## src/rtl/dspi_reg_engine.sv

```systemverilog
`timescale 1ns/1ps
module dspi_reg_engine #(
  parameter int SYS_HZ     = 200_000_000,
  parameter int SCK_MAX_HZ = 4_000_000
) (
  input  logic        clk,
  input  logic        rst_n,
  input  logic        cmd_valid,
  output logic        cmd_ready,
  input  logic [1:0]  cmd_op,
  input  logic [7:0]  cmd_addr,
  input  logic [15:0] cmd_wdata,
  input  logic        cmd_id,
  input  logic        cmd_inv,
  output logic        done,
  output logic [15:0] rdata,
  output logic        spi_cs_n,
  output logic        spi_sck,
  output logic        spi_mosi,
  input  logic        spi_miso
);
  localparam int HALF = (SYS_HZ + 2*SCK_MAX_HZ - 1) / (2*SCK_MAX_HZ);
  localparam int DW   = $clog2(HALF + 1);
  localparam logic [1:0] OP_IX = 2'd0, OP_WR = 2'd1, OP_RD = 2'd2, OP_ST = 2'd3;

  typedef enum logic [1:0] {S_IDLE, S_LEAD, S_SHIFT, S_GAP} st_t;

  st_t         st;
  logic [1:0]  op_q;
  logic [7:0]  addr_q;
  logic [15:0] wd_q;
  logic        id_q, inv_q, frm;
  logic [1:0]  byt, gapc;
  logic [2:0]  bitc;
  logic [DW-1:0] div;
  logic [7:0]  sh;
  logic [15:0] rx;

  function automatic logic [7:0] pick(input logic [1:0] op, input logic [7:0] a,
                                      input logic [15:0] d, input logic id,
                                      input logic inv, input logic f, input logic [1:0] b);
    logic [7:0] v;
    v = 8'h00;
    if (!f) begin
      if (b == 2'd0)                 v = {5'b01110, id, 1'b0, op == OP_ST};
      else if (b == 2'd2 && op != OP_ST) v = a;
    end else begin
      if (b == 2'd0)                 v = {5'b01110, id, 1'b1, op == OP_RD};
      else if (op == OP_WR)          v = (b == 2'd1) ? d[15:8] : d[7:0];
    end
    return v ^ {8{inv}};
  endfunction

  wire       tick  = (div == DW'(HALF - 1));
  wire [1:0] lastb = (op_q == OP_ST) ? 2'd3 : 2'd2;
  wire       lastf = (op_q == OP_WR) || (op_q == OP_RD);

  assign cmd_ready = (st == S_IDLE);
  assign spi_mosi  = sh[7];

  always_ff @(posedge clk or negedge rst_n) begin
    if (!rst_n) begin
      st <= S_IDLE; op_q <= OP_IX; addr_q <= '0; wd_q <= '0; id_q <= 1'b0; inv_q <= 1'b0;
      frm <= 1'b0; byt <= '0; gapc <= '0; bitc <= '0; div <= '0; sh <= '0; rx <= '0;
      spi_cs_n <= 1'b1; spi_sck <= 1'b1; done <= 1'b0; rdata <= '0;
    end else begin
      done <= 1'b0;
      div  <= (st == S_IDLE || tick) ? '0 : div + 1'b1;
      case (st)
        S_IDLE: if (cmd_valid) begin
          op_q <= cmd_op; addr_q <= cmd_addr; wd_q <= cmd_wdata;
          id_q <= cmd_id; inv_q <= cmd_inv;
          frm <= 1'b0; byt <= '0; bitc <= '0;
          sh <= pick(cmd_op, cmd_addr, cmd_wdata, cmd_id, cmd_inv, 1'b0, 2'd0);
          spi_cs_n <= 1'b0;
          st <= S_LEAD;
        end
        S_LEAD: if (tick) begin
          spi_sck <= 1'b0;
          st <= S_SHIFT;
        end
        S_SHIFT: if (tick) begin
          if (!spi_sck) begin
            spi_sck <= 1'b1;
            rx <= {rx[14:0], spi_miso};
          end else if (bitc != 3'd7) begin
            bitc <= bitc + 1'b1;
            sh <= {sh[6:0], 1'b0};
            spi_sck <= 1'b0;
          end else if (byt != lastb) begin
            byt <= byt + 1'b1;
            bitc <= '0;
            sh <= pick(op_q, addr_q, wd_q, id_q, inv_q, frm, byt + 1'b1);
            spi_sck <= 1'b0;
          end else begin
            spi_cs_n <= 1'b1;
            gapc <= '0;
            st <= S_GAP;
          end
        end
        S_GAP: if (tick) begin
          gapc <= gapc + 1'b1;
          if (gapc == 2'd3) begin
            if (frm != lastf) begin
              frm <= 1'b1; byt <= '0; bitc <= '0;
              sh <= pick(op_q, addr_q, wd_q, id_q, inv_q, 1'b1, 2'd0);
              spi_cs_n <= 1'b0;
              st <= S_LEAD;
            end else begin
              done <= 1'b1;
              rdata <= op_q[1] ? rx : 16'h0000;
              st <= S_IDLE;
            end
          end
        end
        default: st <= S_IDLE;
      endcase
    end
  end
endmodule

```

## config.mk

```make
export PLATFORM = sky130hd
export DESIGN_NAME = dspi_reg_engine
export DESIGN_NICKNAME = d
export VERILOG_FILES = /design/src/rtl/dspi_reg_engine.sv
export SDC_FILE = /design/constraint.sdc
export NUM_CORES = 1
export LEC_CHECK = 0
export ABC_AREA = 1
export ABC_CLOCK_PERIOD_IN_PS = 4700
export BUFFER_PORTS_ARGS = -buffer_cell sky130_fd_sc_hd__buf_2
export CAP_MARGIN = 20
export CORE_MARGIN = 2
export CORE_UTILIZATION = 63
export DETAILED_ROUTE_END_ITERATION = 10
export GPL_TIMING_DRIVEN = 0
export PLACE_DENSITY = 0.85
export SLEW_MARGIN = 20
export SYNTH_ARGS = -nofsm -noshare
export SYNTH_HDL_FRONTEND = slang
export SYNTH_SLANG_ARGS = --single-unit
```

## constraint.sdc

```tcl
create_clock -name clk -period 4.7 [get_ports clk]
set_input_delay 0.705 -clock clk [delete_from_list [all_inputs] [get_ports clk]]
set_output_delay 0.705 -clock clk [all_outputs]
set_load 0.05 [all_outputs]
```

# == Yosys cells after proc, flatten, opt, wreduce, memory -nomap -nowiden ==
# Index checks and enable logic that the tools add are counted.
# classes
n_addsub,4
multipliers,0
div_mod_pow,0
magnitude_cmp,0
n_eq_ne,26
shifts,0
muxes,86
bitwise,5
reduce_logical,19
# op_table
op,count
2-to-1 mux 8 bit,25
2-to-1 mux 2 bit,21
2-to-1 mux 3 bit,8
one-hot mux 8 bit (3 select lines),1
XOR 8 bit,3
2-to-1 mux 1 bit,22
"inequality test 2 bit, second input constant",11
AND reduction 9 bit,2
2-to-1 mux 16 bit,1
AND reduction 8 bit,2
"== test 2 bit, second input constant",7
one-hot mux 3 bit (3 select lines),1
one-hot mux 2 bit (4 select lines),1
"== test 2 x 1 -> 1 bit, second input constant",3
"inequality test 3 bit, second input constant",2
one-hot mux 2 bit (3 select lines),1
AND reduction 3 bit,2
AND reduction 6 bit,1
nonzero test 2 bit,3
"adder 5 x 1 -> 5 bit, second input constant",1
"== test 5 bit, second input constant",1
2-to-1 mux 5 bit,1
AND reduction 5 bit,1
"adder 2 x 1 -> 2 bit, second input constant",2
13 further kinds,17
# word_totals
regBits,86
latch_bits,0
ramBits,0
rom_bits,0
input_bits,32
output_inout_bits,21
wordCells,157
memories,0

# == Longest topological paths before layout ==
# logic_depth
depth_word,17
mapped_depth,13
mapped_depth_nobuf,12

# == Worst setup path after synthesis ==
# Ideal clock, no wire load.
# synth_path
path_kind,flip-flop to flip-flop
from,reg st[0]
to,reg id_q
setup_ns,0.078
arrival_time_ns,1.775
t_required_ns,4.622
slack_ns,2.847
stages_incl_launch_ff,7
path_buffers,2
synth_period_minus_slack_ns,1.853
path_cell_list,dfrtp_1 > inv_1 > ha_1 > nand2_1 > buf_2 > buf_1 > a21oi_1
# synth_between
elab_chain_cells,2
# synth_lines
element,line_no,rtl
"start, declared",28,st_t st;
"start signal, assigned",63,st <= S_IDLE; op_q <= OP_IX; addr_q <= '0; wd_q <= '0; id_q <= 1'b0; inv_q <= 1'b0;
"start signal, assigned",76,st <= S_LEAD;
"start signal, assigned",80,st <= S_SHIFT;
zero test 2 bit,n/a,
net cmd_ready,9,"output logic cmd_ready,"
AND reduction 2 bit (no source line),n/a,
"end signal, assigned",72,id_q <= cmd_id; inv_q <= cmd_inv;
"end, declared",32,"logic id_q, inv_q, frm;"
# The timed path passes the listed nets, and every way through them passes these cells.
# A chain may end at the register's enable or synchronous reset.

# == Worst setup path in the final report ==
# layout_path
from,reg op_q[1]
to,reg sh[6]
# layout_between
elab_chain_cells,16
word_cells_on_any_way,28
cone_classes,eq/ne: 8; mux: 16; bitwise: 1; reduce/logical: 3
# layout_lines
element,line_no,rtl
"start, declared",29,logic [1:0] op_q;
"start signal, assigned",71,op_q <= cmd_op; addr_q <= cmd_addr; wd_q <= cmd_wdata;
inequality test 2 bit,46,else if (b == 2'd2 && op != OP_ST) v = a;
logical AND 1 bit,46,
2-to-1 mux 8 bit,46,
2-to-1 mux 8 bit,45,"if (b == 2'd0) v = {5'b01110, id, 1'b0, op == OP_ST};"
2-to-1 mux 8 bit,44,if (!f) begin
2-to-1 mux 8 bit,90,end else if (byt != lastb) begin
2-to-1 mux 8 bit,86,end else if (bitc != 3'd7) begin
2-to-1 mux 8 bit,83,if (!spi_sck) begin
2-to-1 mux 8 bit,82,S_SHIFT: if (tick) begin
2-to-1 mux 8 bit,69,case (st)
XOR 8 bit,51,return v ^ {8{inv}};
2-to-1 mux 8 bit,90,
2-to-1 mux 8 bit,86,
2-to-1 mux 8 bit,83,
2-to-1 mux 8 bit,82,
one-hot mux 8 bit (3 select lines),69,
"end signal, assigned",74,"sh <= pick(cmd_op, cmd_addr, cmd_wdata, cmd_id, cmd_inv, 1'b0, 2'd0);"
"end signal, assigned",88,"sh <= {sh[6:0], 1'b0};"
"end signal, assigned",93,"sh <= pick(op_q, addr_q, wd_q, id_q, inv_q, frm, byt + 1'b1);"
"end, declared",36,logic [7:0] sh;
# Parallel ways exist; a longest one is shown, timed or not. The select of a mux whose other input is x is not followed.

==> metrics.yaml <==
outcome:
  status: "finished clean"
clock_tree:
  clk_latency_ns: 0.37
  cts_root_buf: "clkbuf_8"
  clkTransAtPathRegs_ns: 0.09
  h-tree-depth: 3
  cts_resized: 0
  cts_buffer_depth: 2
  postCtsHoldBufs: 0
  post-cts-setup-buffer-count: 0
  clock_sinks: 86
  cts_tree: "built"
  cts_buffers: 9
setup_path:
  slowest_stage: "clkinv_1"
  ff2ff_setup_slack_ns: 2.34
  worst_ep_arrival_time_ns: 2.67
  path_cells: "buf_2 > clkinv_1 > ha_1 > nand2_1 > nor2_1 > o21ai_0 > nand3_1 > nand2_1 > nand3_1 > nand2_1 > nand2_1 > nand2_1"
  crit_end: "sh[6]"
  regToRegEndpoint: "sh[6]"
  crit_start: "op_q[1]"
  cp_common_cell: "nand2_1"
  r2r-start: "op_q[1]"
  crit_fanout: 11
  critPathMaxStageDelay_ns: 0.41
  cp_data_required_time_ns: 5.01
  rr_worst_depth: 12
  path_class: "register to register"
  start_kind: "register"
  critPathCaptureType: "register"
timing:
  rsz0062_at_grt: "no"
  period_needed_ns: 2.36
  slew_headroom: 0.708
  setup_violations: 0
  fin_setup_tns_ns: 0
  tightest_slew_ns: 0.435
  drv_slew: 0
  fmax_mhz: 424
  finalHoldViolCount: 0
  skew_ns: 0.00754
  fin_crit_sh: 0.502
die:
  io_pins: 53
  fp-row-count: 30
  die_h_um: 87.0
  start_util: 0.646
  die_width_um: 87.0
  core_area_um2: 6720
  die-area_um2: 7570
finish:
  antenna_cells: 0
  fin_nets: 608
  fin_cells: 644
  syn_to_final_growth_pct: 13.5
  nFillCells: 514
  drive_gt1_frac: 0.223
pwr:
  cellLeakagePower_nw: 2.41
  finalPower_mw: 1.30
  p_per_area_nw_per_um2: 265
  ir_worst_vdd_v: 0.000182
global_routing:
  antenna_found_initial: 0
  overflow: 0
  grt_pass1_wl_mm: 15.9
  grt.total_usage: 0.270
  grt_start_max_net_pins: 56
  grt_pass1_vias: 3362
placed_design:
  dp_cells: 629
  gp_congestion: 0.936
  hpwl_mm: 6.90
  port-buffer-count: 52
logic_synthesis:
  ys_warn_count: 0
  async_flop_share: 1.00
  synth-edff-count: 0
  avgSynthCellArea_um2: 8.75
  synth_fp_nets: 544
  yosys_most_used_dff: "dfrtp_1"
  syn_area_um2: 4340
  ys_types: 37
  yosysTopAreaCell: "dfrtp_1"
  ys_seq_area_frac: 0.496
  synth_cells: 496
  yosys_register_bits: 86
  synth.top_cell.area_share: 0.484
  post-synth-top-count-cell: "nand2_1"
  synth.area.top_cells: "dfrtp_1 (48%), nand2_1 (8.9%), nor2_1 (5.4%), ha_1 (4.6%), o21ai_0 (4.1%)"
  synth_common_cells: "nand2_1 (103), dfrtp_1 (84), nor2_1 (63), inv_1 (43), o21ai_0 (36)"
route:
  drt_iter0_drc: 245
  routed.top_layer: "met4"
  vias: 3501
  ant_nets: 0
  drt-met1-wl_mm: 4.33
  route.met2.wl_mm: 4.52
  drc: 0
  vias_per_cell: 5.44
  drt-total-wl_mm: 9.43
  dr_wl_met3_um: 395
  dr.pass1.iters: 5
  wl_per_cell_um: 14.6
hold_path:
  worstHoldPathType: "primary input to async pin"
job:
  drv_cap: 0
[final cells by class]
class / instances / area [um2] / share of cell area
buffer: 17 / 106 / 0.0216
clock buffer: 9 / 124 / 0.0251
clock inverter: 6 / 72.6 / 0.0147
inverter: 50 / 198 / 0.0401
multi-input combinational: 343 / 1880 / 0.382
sequential: 86 / 2150 / 0.437
tap: 80 / 100 / 0.0203
timing repair buffer: 53 / 290 / 0.0589
[cells in the final DEF, fill, tap and decap left out, types with 2 or more instances in the layout]
| cell type | Yosys | final |
|---|---|---|
| a21oi_1 | 33 | 33 |
| a21oi_2 | 2 | 2 |
| buf_2 | 10 | 61 |
| buf_6 | 4 | 4 |
| clkbuf_1 | 2 | 2 |
| clkbuf_8 | 0 | 9 |
| clkinv_1 | 2 | 2 |
| clkinvlp_4 | 0 | 3 |
| dfrtp_1 | 84 | 84 |
| dfstp_2 | 2 | 2 |
| ha_1 | 16 | 16 |
| inv_1 | 43 | 43 |
| inv_2 | 3 | 3 |
| inv_6 | 2 | 2 |
| mux2_2 | 16 | 16 |
| nand2_1 | 103 | 103 |
| nand2_2 | 5 | 5 |
| nand3_1 | 32 | 32 |
| nand4_1 | 5 | 5 |
| nor2_1 | 63 | 63 |
| nor2_2 | 5 | 5 |
| nor3_1 | 2 | 2 |
| o21ai_0 | 36 | 36 |
| o21ai_1 | 4 | 4 |
| o31ai_1 | 7 | 7 |
| xor2_1 | 2 | 2 |
[worst min path at each step]
stage                     startpoint   endpoint  slack (ns)
after CTS                      rst_n      st[0]        0.29
after detailed placement   rdata[14]  rdata[14]        0.46
after global routing           rst_n  addr_q[4]        0.31
after floorplan                rst_n  addr_q[0]        0.41
final                          rst_n      st[1]        0.27
after global placement      rdata[1]   rdata[1]        0.46
[logic make-up after synthesis]
logic type | share of synthesized area
xor gates and xnor gates | 0.0124
adders and majority gates | 0.0461
AOI/OAI and AO/OA | 0.107
DFF | 0.496
muxes | 0.0415
buffers and inverters | 0.0700
and+or+nand+nor | 0.227
[per-layer routing]
| metal | GRT usage | vias to the layer above |
|---|---|---|
| met1 | 0.369 | 1655 |
| met5 | 0 | - |
| met3 | 0.0436 | 19 |
| met4 | 0.101 | 0 |
| met2 | 0.435 | 92 |
| li1 | - | 1735 |
[flip-flops by register name, indices dropped and copies added (netlist names)]
name and flops:
rdata 16, div 5, spi_sck 1, rx 16, done 1, st 2, bitc 3, addr_q 8
op_q 2, byt 2, inv_q 1, sh 8, wd_q 16, spi_cs_n 1, gapc 2, frm 1
id_q 1
[per-stage QoR]
step           utilization  hold WS (ns)  cell area [um2]  worst slack (ns)
2_1_floorplan            -         0.409             4340              2.85
3_3_place_gp         0.700         0.461             4700              2.27
3_5_place_dp         0.704         0.465             4730              2.38
4_1_cts              0.734         0.288             4930              2.35
5_1_grt              0.734         0.308             4930              2.16
6_report             0.734         0.268             4930              2.34
[report_power, final]
| part | internal, mW | switching, mW | total (mW) |
|---|---|---|---|
| Combinational | 0.0123 | 0.0199 | 0.0322 |
| Clock | 0.247 | 0.286 | 0.533 |
| Sequential | 0.740 | 0.0000896 | 0.740 |
[critical path: cells and delay by family (launching register included)]
family                     cells  cell delay (ns)
and+or+nand+nor                8             0.71
AOI/OAI and AO/OA              1             0.16
DFF                            1             0.40
buffers and inverters          2             0.66
adders and majority gates      1             0.37
(Power assumes the default switching activity.)
